**config.mk**
```make
export PLATFORM = sky130hd
export DESIGN_NAME = pwm_duo
export DESIGN_NICKNAME = d
export VERILOG_FILES = /design/src/rtl/pwm_duo_pkg.sv /design/src/rtl/pwm_duo_cfg.sv /design/src/rtl/pwm_duo_gen.sv /design/src/rtl/pwm_duo.sv
export SDC_FILE = /design/constraint.sdc
export NUM_CORES = 1
export LEC_CHECK = 0
export BUFFER_PORTS_ARGS = -buffer_cell sky130_fd_sc_hd__buf_4
export CAP_MARGIN = 20
export CORE_MARGIN = 2
export CORE_UTILIZATION = 50
export CTS_BUF_LIST = sky130_fd_sc_hd__clkbuf_4 sky130_fd_sc_hd__clkbuf_8 sky130_fd_sc_hd__clkbuf_16
export DETAILED_ROUTE_END_ITERATION = 6
export GPL_TIMING_DRIVEN = 0
export PLACE_DENSITY = 0.68
export SLEW_MARGIN = 20
export SYNTH_ARGS = -nofsm -noshare
export SYNTH_HDL_FRONTEND = slang
export SYNTH_SLANG_ARGS = --single-unit
```
**constraint.sdc**
```tcl
create_clock -name clk -period 5.2 [get_ports clk]
set_clock_uncertainty 0.1 [all_clocks]
set_input_delay 0.52 -clock clk [delete_from_list [all_inputs] [get_ports clk]]
set_output_delay 0.52 -clock clk [all_outputs]
set_load 0.03 [all_outputs]
```
**src/rtl/pwm_duo_pkg.sv**
```systemverilog
package pwm_duo_pkg;

    // Address layout: one window per channel, status word after all windows
    localparam int SLOT_SHIFT  = 4;
    localparam int STAT_STRIDE = 8;
    localparam int REGS_PER_CH = 4;

    typedef enum logic [1:0] {
        SEL_CTRL = 2'd0,
        SEL_PSC  = 2'd1,
        SEL_PER  = 2'd2,
        SEL_DUTY = 2'd3
    } reg_sel_e;

    // Control word, bit 0 is enable
    typedef struct packed {
        logic ld_per;
        logic ld_psc;
        logic stop_now;
        logic autoload;
        logic invert;
        logic enable;
    } ctrl_t;

    localparam int CTRL_W = $bits(ctrl_t);

    // Pending flags, bit order matches the status word nibble
    typedef struct packed {
        logic duty;
        logic per;
        logic psc;
        logic ctrl;
    } pend_t;

    function automatic int max3(input int a, input int b, input int c);
        int m;
        m = (a > b) ? a : b;
        return (m > c) ? m : c;
    endfunction

endpackage

```
**src/rtl/pwm_duo_cfg.sv**
```systemverilog
module pwm_duo_cfg
    import pwm_duo_pkg::*;
#(
    parameter int PSC_W   = 10,
    parameter int PER_W   = 12,
    parameter int FIELD_W = 12
) (
    input  logic              clk,
    input  logic              rst,
    input  logic              wr_i,
    input  reg_sel_e          sel_i,
    input  logic [FIELD_W-1:0] data_i,
    input  logic              running_i,
    input  logic              boundary_i,
    output logic              en_o,
    output logic              inv_o,
    output logic              stop_o,
    output logic [PSC_W-1:0]  psc_o,
    output logic [PER_W-1:0]  per_o,
    output logic [PER_W-1:0]  duty_o,
    output logic [3:0]        rb_ctrl_o,
    output logic [PSC_W-1:0]  rb_psc_o,
    output logic [PER_W-1:0]  rb_per_o,
    output logic [PER_W-1:0]  rb_duty_o,
    output pend_t             pend_o
);

    ctrl_t             stg_ctrl_q;
    logic [PSC_W-1:0]  stg_psc_q, act_psc_q;
    logic [PER_W-1:0]  stg_per_q, act_per_q;
    logic [PER_W-1:0]  stg_duty_q, act_duty_q;
    logic              act_en_q, act_inv_q, act_stop_q, act_auto_q;
    pend_t             pend_q;

    logic  wr_ctrl, wr_psc, wr_per, wr_duty;
    ctrl_t wr_ctrl_val;
    logic  ctrl_take, force_psc, force_pd, free_take;
    logic  psc_take, per_take, duty_take;

    assign wr_ctrl     = wr_i && (sel_i == SEL_CTRL);
    assign wr_psc      = wr_i && (sel_i == SEL_PSC);
    assign wr_per      = wr_i && (sel_i == SEL_PER);
    assign wr_duty     = wr_i && (sel_i == SEL_DUTY);
    assign wr_ctrl_val = ctrl_t'(data_i[CTRL_W-1:0]);

    // Control always lands one edge after its write; its load bits force
    // staged values through alongside it.
    assign ctrl_take = pend_q.ctrl;
    assign force_psc = ctrl_take && stg_ctrl_q.ld_psc;
    assign force_pd  = ctrl_take && stg_ctrl_q.ld_per;
    assign free_take = !act_auto_q || !running_i || boundary_i;
    assign psc_take  = pend_q.psc  && (free_take || force_psc);
    assign per_take  = pend_q.per  && (free_take || force_pd);
    assign duty_take = pend_q.duty && (free_take || force_pd);

    always_ff @(posedge clk) begin
        if (rst) begin
            stg_ctrl_q <= '0;
            stg_psc_q  <= '0;
            stg_per_q  <= '0;
            stg_duty_q <= '0;
            act_psc_q  <= '0;
            act_per_q  <= '0;
            act_duty_q <= '0;
            act_en_q   <= 1'b0;
            act_inv_q  <= 1'b0;
            act_stop_q <= 1'b0;
            act_auto_q <= 1'b0;
            pend_q     <= '0;
        end else begin
            if (wr_ctrl) begin
                stg_ctrl_q <= wr_ctrl_val;
            end else if (ctrl_take) begin
                stg_ctrl_q.ld_psc <= 1'b0;
                stg_ctrl_q.ld_per <= 1'b0;
            end
            if (wr_psc)  stg_psc_q  <= data_i[PSC_W-1:0];
            if (wr_per)  stg_per_q  <= data_i[PER_W-1:0];
            if (wr_duty) stg_duty_q <= data_i[PER_W-1:0];

            if (ctrl_take) begin
                act_en_q   <= stg_ctrl_q.enable;
                act_inv_q  <= stg_ctrl_q.invert;
                act_stop_q <= stg_ctrl_q.stop_now;
                act_auto_q <= stg_ctrl_q.autoload;
            end
            if (psc_take)  act_psc_q  <= stg_psc_q;
            if (per_take)  act_per_q  <= stg_per_q;
            if (duty_take) act_duty_q <= stg_duty_q;

            pend_q.ctrl <= wr_ctrl;
            pend_q.psc  <= wr_psc  || (pend_q.psc  && !psc_take);
            pend_q.per  <= wr_per  || (pend_q.per  && !per_take);
            pend_q.duty <= wr_duty || (pend_q.duty && !duty_take);
        end
    end

    assign en_o      = act_en_q;
    assign inv_o     = act_inv_q;
    assign stop_o    = act_stop_q;
    assign psc_o     = act_psc_q;
    assign per_o     = act_per_q;
    assign duty_o    = act_duty_q;
    assign rb_ctrl_o = {stg_ctrl_q.stop_now, stg_ctrl_q.autoload,
                        stg_ctrl_q.invert, stg_ctrl_q.enable};
    assign rb_psc_o  = stg_psc_q;
    assign rb_per_o  = stg_per_q;
    assign rb_duty_o = stg_duty_q;
    assign pend_o    = pend_q;

    // a write raises its pending flag at the taking edge
    p_write_marks_r2: assert property (@(posedge clk) disable iff (rst)
        wr_psc |=> pend_q.psc);
    p_write_marks_duty_r2: assert property (@(posedge clk) disable iff (rst)
        wr_duty |=> pend_q.duty);

    // without autoload a pending period drops on the next edge
    p_quick_take_r3: assert property (@(posedge clk) disable iff (rst)
        (pend_q.per && !act_auto_q && !wr_per) |=> !pend_q.per);

    // under autoload the active high-time holds until the boundary
    p_hold_shadow_r4: assert property (@(posedge clk) disable iff (rst)
        (running_i && act_auto_q && !boundary_i && !force_pd) |=> $stable(duty_o));

    // the period load bit clears period and high-time flags with control
    p_load_force_r9: assert property (@(posedge clk) disable iff (rst)
        (pend_q.ctrl && stg_ctrl_q.ld_per && !wr_per && !wr_duty)
            |=> (!pend_q.per && !pend_q.duty));

endmodule

```
**src/rtl/pwm_duo_gen.sv**
```systemverilog
module pwm_duo_gen #(
    parameter int PSC_W = 10,
    parameter int PER_W = 12
) (
    input  logic             clk,
    input  logic             rst,
    input  logic             en_i,
    input  logic             inv_i,
    input  logic             stop_i,
    input  logic [PSC_W-1:0] psc_i,
    input  logic [PER_W-1:0] per_i,
    input  logic [PER_W-1:0] duty_i,
    output logic             running_o,
    output logic             boundary_o,
    output logic             pwm_o
);

    logic             run_q;
    logic [PSC_W-1:0] psc_cnt_q;
    logic [PER_W-1:0] cnt_q;
    logic             tick, wrap;

    // Compare with >= so a value lowered by a forced load still wraps
    assign tick = run_q && (psc_cnt_q >= psc_i);
    assign wrap = tick && (cnt_q >= per_i);

    always_ff @(posedge clk) begin
        if (rst) begin
            run_q     <= 1'b0;
            psc_cnt_q <= '0;
            cnt_q     <= '0;
        end else if (!run_q) begin
            psc_cnt_q <= '0;
            cnt_q     <= '0;
            run_q     <= en_i;
        end else if (!en_i && (stop_i || wrap)) begin
            run_q     <= 1'b0;
            psc_cnt_q <= '0;
            cnt_q     <= '0;
        end else if (tick) begin
            psc_cnt_q <= '0;
            cnt_q     <= wrap ? '0 : cnt_q + 1'b1;
        end else begin
            psc_cnt_q <= psc_cnt_q + 1'b1;
        end
    end

    assign running_o  = run_q;
    assign boundary_o = wrap;
    assign pwm_o      = run_q ? ((cnt_q < duty_i) ^ inv_i) : inv_i;

    // a start always begins from a cleared divider and period count
    p_start_clean_r5: assert property (@(posedge clk) disable iff (rst)
        (!run_q && en_i) |=> (run_q && cnt_q == '0 && psc_cnt_q == '0));

    // stop-now halts on the next edge
    p_halt_now_r7: assert property (@(posedge clk) disable iff (rst)
        (run_q && !en_i && stop_i) |=> !run_q);

    // a graceful stop keeps running until the period ends
    p_finish_period_r8: assert property (@(posedge clk) disable iff (rst)
        (run_q && !en_i && !stop_i && !wrap) |=> run_q);

    // once stopped the output sits at the idle level for the polarity
    p_idle_level_r6: assert property (@(posedge clk) disable iff (rst)
        ($fell(run_q) && $stable(inv_i)) |-> (pwm_o == inv_i));

endmodule

```
**src/rtl/pwm_duo.sv**
```systemverilog
module pwm_duo
    import pwm_duo_pkg::*;
#(
    parameter int NUM_CH    = 2,
    parameter int NUM_SLOTS = 4,
    parameter int ADDR_W    = 8,
    parameter int DATA_W    = 32,
    parameter int PSC_W     = 10,
    parameter int PER_W     = 12
) (
    input  logic              clk,
    input  logic              rst,
    input  logic [ADDR_W-1:0] bus_addr,
    input  logic [DATA_W-1:0] bus_wdata,
    input  logic              bus_wr,
    output logic [DATA_W-1:0] bus_rdata,
    output logic [NUM_CH-1:0] pwm_out
);

    localparam int FIELD_W = max3(PSC_W, PER_W, CTRL_W);
    localparam int SLOT_W  = ADDR_W - SLOT_SHIFT;
    localparam logic [ADDR_W-1:0] STATUS_ADDR = ADDR_W'(NUM_SLOTS << SLOT_SHIFT);

    logic [SLOT_W-1:0] slot;
    logic [1:0]        sel_idx;
    reg_sel_e          sel;
    logic              unused_bus_bits;

    assign slot            = bus_addr[ADDR_W-1:SLOT_SHIFT];
    assign sel_idx         = bus_addr[3:2];
    assign sel             = reg_sel_e'(sel_idx);
    assign unused_bus_bits = ^{bus_wdata[DATA_W-1:FIELD_W], bus_addr[1:0]};

    pend_t             pend_all [NUM_CH];
    logic [DATA_W-1:0] rb_word  [NUM_CH][REGS_PER_CH];
    logic [DATA_W-1:0] status_word;

    for (genvar c = 0; c < NUM_CH; c++) begin : g_ch
        logic             hit, en, inv, stop, run, bnd;
        logic [PSC_W-1:0] psc, rb_psc;
        logic [PER_W-1:0] per, duty, rb_per, rb_duty;
        logic [3:0]       rb_ctrl;
        pend_t            pend;

        assign hit = (slot == SLOT_W'(c));

        pwm_duo_cfg #(
            .PSC_W  (PSC_W),
            .PER_W  (PER_W),
            .FIELD_W(FIELD_W)
        ) u_cfg (
            .clk       (clk),
            .rst       (rst),
            .wr_i      (bus_wr && hit),
            .sel_i     (sel),
            .data_i    (bus_wdata[FIELD_W-1:0]),
            .running_i (run),
            .boundary_i(bnd),
            .en_o      (en),
            .inv_o     (inv),
            .stop_o    (stop),
            .psc_o     (psc),
            .per_o     (per),
            .duty_o    (duty),
            .rb_ctrl_o (rb_ctrl),
            .rb_psc_o  (rb_psc),
            .rb_per_o  (rb_per),
            .rb_duty_o (rb_duty),
            .pend_o    (pend)
        );

        pwm_duo_gen #(
            .PSC_W(PSC_W),
            .PER_W(PER_W)
        ) u_gen (
            .clk       (clk),
            .rst       (rst),
            .en_i      (en),
            .inv_i     (inv),
            .stop_i    (stop),
            .psc_i     (psc),
            .per_i     (per),
            .duty_i    (duty),
            .running_o (run),
            .boundary_o(bnd),
            .pwm_o     (pwm_out[c])
        );

        assign pend_all[c]   = pend;
        assign rb_word[c][0] = DATA_W'(rb_ctrl);
        assign rb_word[c][1] = DATA_W'(rb_psc);
        assign rb_word[c][2] = DATA_W'(rb_per);
        assign rb_word[c][3] = DATA_W'(rb_duty);
    end

    always_comb begin
        status_word = '0;
        for (int c = 0; c < NUM_CH; c++) begin
            status_word[c*STAT_STRIDE +: REGS_PER_CH] = pend_all[c];
        end
    end

    always_comb begin
        bus_rdata = '0;
        if (bus_addr == STATUS_ADDR) begin
            bus_rdata = status_word;
        end else begin
            for (int c = 0; c < NUM_CH; c++) begin
                if (slot == SLOT_W'(c)) bus_rdata = rb_word[c][sel_idx];
            end
        end
    end

    // addresses past the built channels, other than status, read zero
    p_unimpl_zero_r10: assert property (@(posedge clk) disable iff (rst)
        ((slot >= SLOT_W'(NUM_CH)) && (bus_addr != STATUS_ADDR)) |-> (bus_rdata == '0));

endmodule

```
==> impl_metrics.toml <==
[status]
run_status = "complete, no violations"

[logic_synthesis]
synth_cell_types = 63
synthFlopType = "dfxtp_1"
synth_edf_count = 0
synthAdderAreaFrac_pct = 7.741
ys_seq_area_share_pct = 37.16
synth-simple-area-share_pct = 21.66
synth_top_area_share_pct = 37.16
syn-cell-area_mm2 = 0.01131
synth_compound_area_share_pct = 13.10
synthTopCellsByArea = "dfxtp_1 37%, mux2i_1 8.0%, ha_1 7.7%"
async_flop_share_pct = 0
synth_area_per_cell_um2 = 8.994
synthCells = 1258
synth-seq-cells = 210
synth_top_cell_by_area = "dfxtp_1"
synth_mux_area_share_pct = 10.95
yosysWarnings = 0
synth_top_family_by_area = "simple AND/OR/NAND/NOR gates"
synth_xor_xnor_area_share_pct = 2.400

[cts]
clk_latency_ns = 0.53
clkSinkCount = 210
clk_pin_slew_ns = 0.06
cts_buffers = 24
h-tree-depth = 1
cts-resized-gates = 0
cts-root-buf = "clkbuf_16"
post-cts-setup-buffers = 0
postCtsHoldBufs = 0
cts_buffer_depth = 3
cts_tree = "done"

[finish]
diodes = 0
drive_above_1_share_pct = 13.42
layout.nets = 1445
syn2layout_area_growth_pct = 13.57
n_fill_cell = 2048
stdcell_count = 1634

[critical_path]
r2r-end = "g_ch[0].u_cfg.per_o[11]"
ff2ff_setup_slack_ns = 2.62
cp.required_ns = 4.58
endpoint = "pwm_out[1]"
crit_chain = "inv_1 > ha_1 > a21o_1 > nand2_1 > nand4b_1 > or3_1 > or3_1 > nand3_1 > buf_4 > buf_4"
rr_startpoint = "g_ch[0].u_gen.cnt_q[5]"
crit_slowest_cell = "dfxtp_1"
arrival_ns = 2.66
startpoint = "g_ch[1].u_cfg.duty_o[10]"
cp-end-kind = "output pin"
crit_path_max_fanout = 4
path_class = "reg -> out"
worst_r2r_path_depth = 8
start_kind = "flop"
cpPeakStageDelay_ns = 0.37

[place]
port_buffers = 29
globalplace.congestion = 0.9085
dp.cells = 1591
dp_hpwl_um = 22390

[sta]
fin_crit_ns = 3.278
tightest_slew_ns = 0.9297
rsz0062_at_grt = "no"
setup_viol = 0
finalSetupTns_ns = 0
finalHoldViolCount = 0
period_share_pct = 63.05
slew_headroom_pct = 37.50
max_freq_mhz = 305.0
drv_slew = 0

[global_routing]
antenna_found_initial = 0
track_usage_pct = 24.99
grt_start_max_net_pins = 13
grt_pass1_vias = 8572
gr-total-overflow = 0
grt_pass1_wl_um = 47090

[drt]
vias_per_cell = 5.588
drc_errors = 0
final_antenna_net_count = 0
detailedRoute.firstPassIterationCount = 5
wl_per_cell_um = 18.25
drt-initial-drc-count = 669
wl_um = 29820
vias = 9130

[floorplan]
die_x_um = 154.4
rows = 55
initial_core_util_pct = 50.44
core-area_mm2 = 0.02243
dieArea_mm2 = 0.02385
die_y_um = 154.4
ioPinCount = 77

[power]
finalPower_w = 0.003659
leakagePower_nw = 4.949
peakVddDrop_mv = 0.2107
power_density_mw_per_mm2 = 284.8

[min_path]
min_path_type = "in -> reg"

[flow_run]
maxCapViolations = 0
-- worst min path at each step --
stage	cells after the start	start	end
final	3	bus_wdata[11]	g_ch[1].u_cfg.rb_per_o[11]
after global routing	3	bus_wdata[10]	g_ch[1].u_cfg.rb_duty_o[10]
after CTS	3	bus_wdata[11]	g_ch[0].u_cfg.rb_duty_o[11]
after global placement	2	g_ch[1].u_cfg.rb_duty_o[7]	g_ch[1].u_cfg.rb_duty_o[7]
after floorplan	1	g_ch[0].u_cfg.stop_o	g_ch[0].u_gen.running_o
after detailed placement	1	g_ch[1].u_gen.psc_cnt_q[0]	g_ch[1].u_gen.psc_cnt_q[0]
-- final cells by class --
| cell class | count | area, um^2 | area share [%] |
|---|---|---|---|
| timing repair buffer | 29 | 217.7 | 1.694 |
| clock buffer | 36 | 726.9 | 5.657 |
| sequential | 210 | 4204 | 32.72 |
| buffer | 97 | 509.2 | 3.963 |
| multi-input combinational | 896 | 6395 | 49.77 |
| clock inverter | 7 | 162.7 | 1.266 |
| tap | 285 | 356.6 | 2.775 |
| inverter | 74 | 277.8 | 2.162 |
-- placed cells by master (no fill, tap or decap), drive strengths merged, types with 3 or more instances in the layout --
cell type / n
o211ai: 10
and3: 15
mux2: 14
buf: 78
nor2: 101
a21oi: 76
o31ai: 36
nand4: 9
mux2i: 90
or3: 9
or4: 33
and4: 3
nand2b: 114
dfxtp: 210
a21o: 11
nand2: 111
nor3: 15
o21ai: 16
xor2: 24
o22ai: 6
inv: 74
ha: 70
nor3b: 6
nor4: 4
o21a: 5
conb: 20
o2111ai: 9
a31oi: 4
bufinv: 5
xnor2: 7
nor2b: 7
mux4: 8
a211oi: 6
clkbuf: 84
a22oi: 16
nand3: 23
-- flip-flops by register name, indices dropped and copies added, names as in the netlist --
| name | count |
|---|---|
| g_ch.u_cfg.rb_ctrl_o | 8 |
| g_ch.u_cfg.stg_ctrl_q | 4 |
| g_ch.u_cfg.rb_per_o | 24 |
| g_ch.u_cfg.per_o | 24 |
| g_ch.u_cfg.rb_psc_o | 20 |
| g_ch.u_cfg.en_o | 2 |
| g_ch.u_cfg.ctrl_take | 2 |
| g_ch.u_gen.psc_cnt_q | 20 |
| g_ch.u_gen.running_o | 2 |
| g_ch.u_cfg.duty_o | 24 |
| g_ch.u_cfg.rb_duty_o | 24 |
| g_ch.u_cfg.psc_o | 20 |
| g_ch.u_cfg.inv_o | 2 |
| g_ch.u_cfg.act_auto_q | 2 |
| g_ch.u_cfg.pend_o | 6 |
| g_ch.u_cfg.stop_o | 2 |
| g_ch.u_gen.cnt_q | 24 |
-- through the flow --
step	setup WS [ns]	hold slack [ns]	utilization, %	area, um^2
3_5_place_dp	2.049	0.3637	53.31	11960
5_1_grt	1.784	0.1692	57.28	12850
2_1_floorplan	2.383	0.3323	-	11390
3_3_place_gp	2.061	0.3578	53.31	11960
4_1_cts	1.937	0.1684	57.28	12850
6_report	1.922	0.1772	57.28	12850
-- cell usage after synthesis, types with 3 or more instances --
| library cell | count |
|---|---|
| dfxtp_1 | 210 |
| nand2b_1 | 114 |
| nand2_1 | 111 |
| nor2_1 | 101 |
| mux2i_1 | 90 |
| a21oi_1 | 74 |
| inv_1 | 74 |
| ha_1 | 70 |
| clkbuf_1 | 48 |
| or4_1 | 33 |
| buf_4 | 26 |
| xor2_1 | 24 |
| nand3_1 | 23 |
| o31ai_2 | 21 |
| a22oi_1 | 16 |
| and3_1 | 15 |
| buf_2 | 14 |
| mux2_2 | 14 |
| o31ai_1 | 14 |
| o21ai_0 | 12 |
| a21o_1 | 11 |
| o211ai_1 | 10 |
| o2111ai_1 | 9 |
| or3_1 | 9 |
| mux4_2 | 8 |
| nand4_1 | 8 |
| nor3_1 | 8 |
| nor2b_1 | 7 |
| xnor2_1 | 7 |
| a211oi_1 | 6 |
| o22ai_1 | 6 |
| buf_1 | 5 |
| nor3b_1 | 5 |
| buf_6 | 4 |
| nor3_4 | 4 |
| o21a_1 | 4 |
| and4_1 | 3 |
| nor3_2 | 3 |
| nor4_1 | 3 |
-- per-layer routing --
metal,part of all wire (%),GRT usage [%]
met1,49,37.28
met2,42,37.69
met3,6.5,4.035
met4,2.5,6.217
met5,0,0
-- logic make-up (layout without fill, tap and decap cells) --
family | Yosys count | after routing
compound gates | 205 | 205
xor+xnor | 31 | 31
fa+ha+maj | 70 | 70
buf+inv | 171 | 243
flops | 210 | 210
mux | 112 | 112
other cells | 1 | 20
simple gates | 458 | 458
-- where the power goes --
part	internal (W)	switching (W)	leakage (nW)
clock	0.00121	0.000683	0.441
sequential	0.00161	0.00000279	1.69
combinational	0.0000485	0.000102	2.82
total	0.00287	0.000788	4.95
-- critical path, delay by kind of cell, from the launching register on --
| family | cells | cell delay (ns) |
|---|---|---|
| flip-flops | 1 | 0.37 |
| AND/OR/NAND/NOR | 5 | 0.94 |
| adder cells (fa/ha/maj) | 1 | 0.32 |
| AO/OA/AOI/OAI | 1 | 0.19 |
| buffers and inverters | 3 | 0.31 |
Power figures use the tool's default switching activity.
